**src/rtl/qpc_pkg.sv**
```systemverilog
package qpc_pkg;

  typedef enum logic [1:0] {
    MV_NONE = 2'd0,
    MV_FWD  = 2'd1,
    MV_REV  = 2'd2,
    MV_JUMP = 2'd3
  } move_t;

  // Successor of a two-bit quadrature state in forward order
  function automatic logic [1:0] gray_succ(input logic [1:0] s);
    case (s)
      2'b00:   gray_succ = 2'b01;
      2'b01:   gray_succ = 2'b11;
      2'b11:   gray_succ = 2'b10;
      default: gray_succ = 2'b00;
    endcase
  endfunction

  // Classify the move from one sampled channel state to the next
  function automatic move_t classify(input logic [1:0] prev, input logic [1:0] cur);
    if (cur == prev)                 classify = MV_NONE;
    else if (cur == gray_succ(prev)) classify = MV_FWD;
    else if (prev == gray_succ(cur)) classify = MV_REV;
    else                             classify = MV_JUMP;
  endfunction

endpackage

```
**src/rtl/qpc_edge_decode.sv**
```systemverilog
module qpc_edge_decode
  import qpc_pkg::*;
(
  input  logic clk,
  input  logic rst_n,
  input  logic chan_a,
  input  logic chan_b,
  input  logic chan_idx,
  output logic step_stb,
  output logic step_fwd,
  output logic jump_err,
  output logic idx_evt
);

  logic [1:0] ab_q;
  logic       idx_q;
  move_t      mv;

  assign mv = classify(ab_q, {chan_a, chan_b});

  always_ff @(posedge clk) begin
    // input history tracks the pins through reset
    ab_q  <= {chan_a, chan_b};
    idx_q <= chan_idx;
    if (!rst_n) begin
      step_stb <= 1'b0;
      step_fwd <= 1'b1;
      jump_err <= 1'b0;
      idx_evt  <= 1'b0;
    end else begin
      step_stb <= (mv == MV_FWD) || (mv == MV_REV);
      jump_err <= (mv == MV_JUMP);
      idx_evt  <= chan_idx & ~idx_q;
      if (mv == MV_FWD)      step_fwd <= 1'b1;
      else if (mv == MV_REV) step_fwd <= 1'b0;
    end
  end

endmodule

```
**src/rtl/qpc_position.sv**
```systemverilog
module qpc_position #(
  parameter int POS_W = 32
) (
  input  logic             clk,
  input  logic             rst_n,
  input  logic             step_stb,
  input  logic             step_fwd,
  input  logic             idx_evt,
  input  logic             clear_en,
  output logic [POS_W-1:0] pos,
  output logic [POS_W-1:0] idx_pos
);

  localparam logic [POS_W-1:0] ONE = POS_W'(1);

  function automatic logic [POS_W-1:0] advance(
    input logic [POS_W-1:0] p, input logic stb, input logic fwd);
    if (!stb)     advance = p;
    else if (fwd) advance = p + ONE;
    else          advance = p - ONE;
  endfunction

  logic [POS_W-1:0] pos_next;
  assign pos_next = advance(pos, step_stb, step_fwd);

  always_ff @(posedge clk) begin
    if (!rst_n) begin
      pos     <= '0;
      idx_pos <= '0;
    end else begin
      pos <= pos_next;
      if (idx_evt) begin
        idx_pos <= pos_next;
        if (clear_en) pos <= '0;
      end
    end
  end

endmodule

```
**src/rtl/qpc_speed.sv**
```systemverilog
module qpc_speed #(
  parameter int SPEED_W     = 16,
  parameter int GATE_CYCLES = 50000
) (
  input  logic                      clk,
  input  logic                      rst_n,
  input  logic                      step_stb,
  input  logic                      step_fwd,
  output logic signed [SPEED_W-1:0] speed,
  output logic                      speed_valid
);

  localparam int GATE_W = (GATE_CYCLES > 2) ? $clog2(GATE_CYCLES) : 1;
  localparam logic [GATE_W-1:0]        GATE_LAST = GATE_W'(GATE_CYCLES - 1);
  localparam logic signed [SPEED_W-1:0] SMAX = {1'b0, {(SPEED_W-1){1'b1}}};
  localparam logic signed [SPEED_W-1:0] SMIN = {1'b1, {(SPEED_W-1){1'b0}}};

  function automatic logic signed [SPEED_W-1:0] sat_step(
    input logic signed [SPEED_W-1:0] acc, input logic stb, input logic fwd);
    if (!stb)              sat_step = acc;
    else if (fwd)          sat_step = (acc == SMAX) ? SMAX : acc + 1'sb1 - 1'sb1 + SPEED_W'(1);
    else                   sat_step = (acc == SMIN) ? SMIN : acc - SPEED_W'(1);
  endfunction

  logic [GATE_W-1:0]         gate_cnt;
  logic signed [SPEED_W-1:0] acc;
  logic signed [SPEED_W-1:0] acc_next;
  logic                      gate_end;

  assign acc_next = sat_step(acc, step_stb, step_fwd);
  assign gate_end = (gate_cnt == GATE_LAST);

  always_ff @(posedge clk) begin
    if (!rst_n) begin
      gate_cnt    <= '0;
      acc         <= '0;
      speed       <= '0;
      speed_valid <= 1'b0;
    end else begin
      speed_valid <= gate_end;
      if (gate_end) begin
        gate_cnt <= '0;
        speed    <= acc_next;
        acc      <= '0;
      end else begin
        gate_cnt <= gate_cnt + GATE_W'(1);
        acc      <= acc_next;
      end
    end
  end

endmodule

```
**src/rtl/qpc_counter.sv**
```systemverilog
module qpc_counter #(
  parameter int POS_W       = 32,
  parameter int SPEED_W     = 16,
  parameter int GATE_CYCLES = 50000
) (
  input  logic                      clk,
  input  logic                      rst_n,
  input  logic                      enc_a,
  input  logic                      enc_b,
  input  logic                      enc_idx,
  input  logic                      idx_clear_en,
  output logic                      cnt_strobe,
  output logic                      dir_fwd,
  output logic                      seq_err,
  output logic [POS_W-1:0]          position,
  output logic [POS_W-1:0]          index_pos,
  output logic signed [SPEED_W-1:0] speed,
  output logic                      speed_valid
);

  // internal events, named for the checker
  logic step_stb;
  logic step_fwd;
  logic jump_err;
  logic idx_evt;

  qpc_edge_decode i_decode (
    .clk      (clk),
    .rst_n    (rst_n),
    .chan_a   (enc_a),
    .chan_b   (enc_b),
    .chan_idx (enc_idx),
    .step_stb (step_stb),
    .step_fwd (step_fwd),
    .jump_err (jump_err),
    .idx_evt  (idx_evt)
  );

  qpc_position #(.POS_W(POS_W)) i_position (
    .clk      (clk),
    .rst_n    (rst_n),
    .step_stb (step_stb),
    .step_fwd (step_fwd),
    .idx_evt  (idx_evt),
    .clear_en (idx_clear_en),
    .pos      (position),
    .idx_pos  (index_pos)
  );

  qpc_speed #(.SPEED_W(SPEED_W), .GATE_CYCLES(GATE_CYCLES)) i_speed (
    .clk         (clk),
    .rst_n       (rst_n),
    .step_stb    (step_stb),
    .step_fwd    (step_fwd),
    .speed       (speed),
    .speed_valid (speed_valid)
  );

  assign cnt_strobe = step_stb;
  assign dir_fwd    = step_fwd;
  assign seq_err    = jump_err;

endmodule

```
**config.mk**
```make
export PLATFORM = sky130hd
export DESIGN_NAME = qpc_counter
export DESIGN_NICKNAME = d
export VERILOG_FILES = /design/src/rtl/qpc_pkg.sv /design/src/rtl/qpc_edge_decode.sv /design/src/rtl/qpc_position.sv /design/src/rtl/qpc_speed.sv /design/src/rtl/qpc_counter.sv
export SDC_FILE = /design/constraint.sdc
export NUM_CORES = 1
export LEC_CHECK = 0
export BUFFER_PORTS_ARGS = -buffer_cell sky130_fd_sc_hd__buf_2
export CAP_MARGIN = 10
export CELL_PAD_IN_SITES_DETAIL_PLACEMENT = 0
export CELL_PAD_IN_SITES_GLOBAL_PLACEMENT = 1
export CORE_ASPECT_RATIO = 2
export CORE_UTILIZATION = 45
export CTS_CLUSTER_SIZE = 28
export DETAILED_ROUTE_END_ITERATION = 10
export PLACE_DENSITY = 0.94
export SLEW_MARGIN = 30
export SYNTH_ARGS = -nofsm -noshare
export SYNTH_HDL_FRONTEND = slang
export SYNTH_SLANG_ARGS = --single-unit
```
**constraint.sdc**
```tcl
create_clock -name clk -period 12.3 [get_ports clk]
set_input_delay 0.615 -clock clk [delete_from_list [all_inputs] [get_ports clk]]
set_output_delay 0.615 -clock clk [all_outputs]
set_load 0.02 [all_outputs]
```
==> impl_metrics.sql <==
INSERT INTO impl_metrics (metric_group, metric, value, unit) VALUES
('power_and_ir_drop', 'vdd_ir_drop_max', '94.2', 'µV'),
('synthesis', 'synth-compound-area-share', '22.5', '%'),
('clock_network', 'cts_made_buffers', '17', ''),
('finish', 'final_core_utilization', '53.5', '%'),
('placement', 'place_congestion', '0.857', ''),
('min_path', 'worstHoldPathType', 'primary input to flip-flop', ''),
('critical_path', 'cp_capture_type', 'flip-flop', ''),
('critical_path', 'worst-endpoint-arrival', '4.94', 'ns'),
('global_route', 'via_count_of_the_first_global_routing_pass', '6085', ''),
('placement', 'post_dp_cell_area', '7320', 'µm²'),
('sta', 'tns', '0', 'ns'),
('critical_path', 'ff2ff_setup_slack', '7.72', 'ns'),
('critical_path', 'worst_r2r_end', 'i_position.idx_pos[23]', ''),
('sta', 'slew_headroom', '36.1', '%'),
('clock_network', 'post_cts_resize_count', '0', ''),
('synthesis', 'netlist_area', '6790', 'µm²'),
('clock_network', 'clk_transition_reported_paths', '0.06', 'ns'),
('global_route', 'gr-usage-all-layers', '24.0', '%'),
('route', 'first_iter_violations', '267', ''),
('critical_path', 'required', '12.66', 'ns'),
('sta', 'worst_clock_skew', '0.00766', 'ns'),
('route', 'routed_wire_per_std_cell', '16.1', 'µm'),
('route', 'highest_layer', 'met4', ''),
('clock_network', 'cts_hold_buffers', '0', ''),
('power_and_ir_drop', 'report.power.total', '1.10', 'mW'),
('synthesis', 'synth_cell_type_count', '69', ''),
('critical_path', 'r2r_cells', '11', ''),
('die', 'placement_rows', '63', ''),
('route', 'drtPass1Iterations', '5', ''),
('sta', 'grt_setup_unrepaired', 'false', ''),
('die', 'die-height', '176', 'µm'),
('clock_network', 'tritoncts', 'done', ''),
('job', 'cap_viol_max_count', '0', ''),
('die', 'io-pin-count', '90', ''),
('finish', 'multiInputGateArea', '4090', 'µm²'),
('route', 'vias_after_detailed_routing', '6260', ''),
('critical_path', 'critPathLaunch', 'i_decode.step_fwd', ''),
('sta', 'max_clock_freq', '0.218', 'GHz'),
('synthesis', 'yosys.area_share.xor_xnor', '5.68', '%'),
('critical_path', 'crit_end', 'i_position.idx_pos[23]', ''),
('synthesis', 'synth.net_count', '873', ''),
('synthesis', 'synth_simple_gate_area_share', '20.5', '%'),
('synthesis', 'mux_contribution_to_synthesized_area', '4.52', '%'),
('finish', 'number_of_nets_in_the_finished_design', '936', ''),
('power_and_ir_drop', 'power_per_cell_area', '139', 'nW/µm²'),
('finish', 'antennaDiodeCount', '0', ''),
('global_route', 'grt_start_max_net_pins', '64', ''),
('synthesis', 'synth_area_per_cell', '8.18', 'µm²'),
('status', 'run_status', 'complete, no violations', ''),
('sta', 'report.final.setup_viol', '0', ''),
('sta', 'final.setup.worst_slack', '7.72', 'ns'),
('placement', 'dp_worst_setup_slack', '7.96', 'ns'),
('critical_path', 'critPathKind', 'flip-flop to flip-flop', ''),
('route', 'route.layer.met1.wl', '6570', 'µm'),
('clock_network', 'cts.root.buffer_cell', 'sky130_fd_sc_hd__clkbuf_16', ''),
('sta', 'timing_hold_violations_final', '0', ''),
('finish', 'layout_cell_share_with_drive_strength_beyond_1', '16.4', '%'),
('clock_network', 'clkSinkCount', '120', ''),
('global_route', 'initial_antenna_violation_count', '0', ''),
('finish', 'layout-area-overhead-vs-synth', '16.2', '%'),
('synthesis', 'ys_seq_elements', '120', ''),
('die', 'core-area', '14700', 'µm²'),
('sta', 'final_cycle_share', '37.3', '%'),
('power_and_ir_drop', 'power_leakage', '3.35', 'nW'),
('route', 'met2RoutedLength', '9710', 'µm'),
('global_route', 'global_route.overflow_total', '0', ''),
('placement', 'dp.final_hpwl', '12500', 'µm'),
('route', 'detail_route.wirelength', '17700', 'µm'),
('route', 'final_antenna_net_count', '0', ''),
('critical_path', 'critPathMaxFanout', '35', ''),
('clock_network', 'h-tree-depth', '4', '');
cell usage after synthesis (3+ instances only):
cell type	n	area share (%)
sky130_fd_sc_hd__a211oi_1	30	3.3
sky130_fd_sc_hd__a21o_1	12	1.3
sky130_fd_sc_hd__a21oi_1	60	4.4
sky130_fd_sc_hd__a22oi_1	6	0.66
sky130_fd_sc_hd__a31oi_1	12	1.1
sky130_fd_sc_hd__and2_1	12	1.1
sky130_fd_sc_hd__and3_1	10	0.92
sky130_fd_sc_hd__buf_1	5	0.28
sky130_fd_sc_hd__buf_2	4	0.30
sky130_fd_sc_hd__clkbuf_1	40	2.2
sky130_fd_sc_hd__dfxtp_1	120	35
sky130_fd_sc_hd__ha_1	37	6.8
sky130_fd_sc_hd__inv_1	20	1.1
sky130_fd_sc_hd__mux2_2	5	0.83
sky130_fd_sc_hd__mux2i_1	25	3.7
sky130_fd_sc_hd__nand2_1	45	2.5
sky130_fd_sc_hd__nand2b_1	15	1.4
sky130_fd_sc_hd__nand3_1	28	2.1
sky130_fd_sc_hd__nand4_1	14	1.3
sky130_fd_sc_hd__nor2_1	119	6.6
sky130_fd_sc_hd__nor2b_1	6	0.55
sky130_fd_sc_hd__nor3_1	19	1.4
sky130_fd_sc_hd__o211ai_1	6	0.66
sky130_fd_sc_hd__o21a_1	5	0.55
sky130_fd_sc_hd__o21ai_0	59	4.4
sky130_fd_sc_hd__o21ai_1	3	0.22
sky130_fd_sc_hd__o221ai_1	4	0.52
sky130_fd_sc_hd__o31ai_1	6	0.66
sky130_fd_sc_hd__o41ai_1	4	0.52
sky130_fd_sc_hd__or3_1	5	0.46
sky130_fd_sc_hd__xnor2_1	25	3.2
sky130_fd_sc_hd__xor2_1	19	2.5
worst min-delay path by stage:
stage	from	to	cells past startpoint
finish	enc_idx	i_decode.idx_q	1
detailed placement	i_decode.idx_q	i_decode.idx_evt	1
global route	enc_idx	i_decode.idx_q	1
global placement	i_decode.idx_q	i_decode.idx_evt	1
floorplan	i_decode.idx_q	i_decode.idx_evt	1
CTS	enc_idx	i_decode.idx_q	1
state kept, by name, summed over array words and instances, names as in the netlist:
register	cells
i_decode.step_stb	1
i_speed.speed	16
i_speed.acc	16
i_position.idx_pos	32
i_speed.speed_valid	1
i_speed.gate_cnt	16
i_decode.step_fwd	1
i_position.pos	32
i_decode.jump_err	1
i_decode.idx_evt	1
i_decode.idx_q	1
i_decode.ab_q	2
metrics by stage:
stage               hold WS, ns  instances
finish                    0.299       1100
global route              0.295       1100
CTS                       0.293       1100
detailed placement        0.367       1068
global placement          0.367       1068
floorplan                 0.367        829
routing by layer:
layer	vias to the layer above	global-route usage [%]
li1	3116	-
met3	48	4.61
met1	2943	23.4
met2	153	44.9
met4	0	13.9
met5	-	0
cells in the final DEF, fill, tap and decap left out, types with 3 or more instances in the layout:
master                      netlist  routed
sky130_fd_sc_hd__a211oi_1        30      30
sky130_fd_sc_hd__a21o_1          12      12
sky130_fd_sc_hd__a21oi_1         60      60
sky130_fd_sc_hd__a22oi_1          6       6
sky130_fd_sc_hd__a31oi_1         12      12
sky130_fd_sc_hd__and2_1          12      12
sky130_fd_sc_hd__and3_1          10      10
sky130_fd_sc_hd__buf_2            4      89
sky130_fd_sc_hd__buf_4            0       6
sky130_fd_sc_hd__clkbuf_16        0      17
sky130_fd_sc_hd__dfxtp_1        120     118
sky130_fd_sc_hd__ha_1            37      37
sky130_fd_sc_hd__inv_1           20      20
sky130_fd_sc_hd__inv_6            0       7
sky130_fd_sc_hd__mux2_2           5       5
sky130_fd_sc_hd__mux2i_1         25      25
sky130_fd_sc_hd__nand2_1         45      44
sky130_fd_sc_hd__nand2b_1        15      15
sky130_fd_sc_hd__nand3_1         28      28
sky130_fd_sc_hd__nand4_1         14      14
sky130_fd_sc_hd__nor2_1         119     119
sky130_fd_sc_hd__nor2b_1          6       6
sky130_fd_sc_hd__nor3_1          19      19
sky130_fd_sc_hd__o211ai_1         6       6
sky130_fd_sc_hd__o21a_1           5       5
sky130_fd_sc_hd__o21ai_0         59      59
sky130_fd_sc_hd__o21ai_1          3       3
sky130_fd_sc_hd__o221ai_1         4       4
sky130_fd_sc_hd__o31ai_1          6       6
sky130_fd_sc_hd__o41ai_1          4       4
sky130_fd_sc_hd__or3_1            5       5
sky130_fd_sc_hd__xnor2_1         25      25
sky130_fd_sc_hd__xor2_1          19      19
power by group:
part	total (mW)	internal, mW	switching (mW)
Sequential	0.430	0.406	0.0234
Combinational	0.188	0.0670	0.121
Clock	0.481	0.281	0.200
critical path, stage by stage (launching register included):
cell	delay (ns)
sky130_fd_sc_hd__dfxtp_1	0.82
sky130_fd_sc_hd__clkinv_1	0.38
sky130_fd_sc_hd__buf_4	0.38
sky130_fd_sc_hd__ha_1	0.37
sky130_fd_sc_hd__a211oi_1	0.30
sky130_fd_sc_hd__o211ai_1	0.23
sky130_fd_sc_hd__a32o_1	0.32
sky130_fd_sc_hd__o41ai_1	0.84
sky130_fd_sc_hd__a2111oi_0	0.30
sky130_fd_sc_hd__o21ai_0	0.24
sky130_fd_sc_hd__nand3b_1	0.11
sky130_fd_sc_hd__a31oi_1	0.20
logic make-up (layout without fill, tap and decap cells):
kind of cell    count (synthesis)  in the layout
compound gates                234            234
simple gates                  290            290
mux                            30             30
buf+inv                        73            149
fa+ha+maj                      38             38
flops                         120            120
xor+xnor                       44             44
area by class of cell:
type	instances	area share (%)
multi-input cells	636	51.9
well taps	195	3.10
inverters	22	1.05
flip-flops and latches	120	30.5
repair buffers	95	6.22
clock buffers	17	5.40
clock inverters	15	1.78
Power figures use the tool's default switching activity.
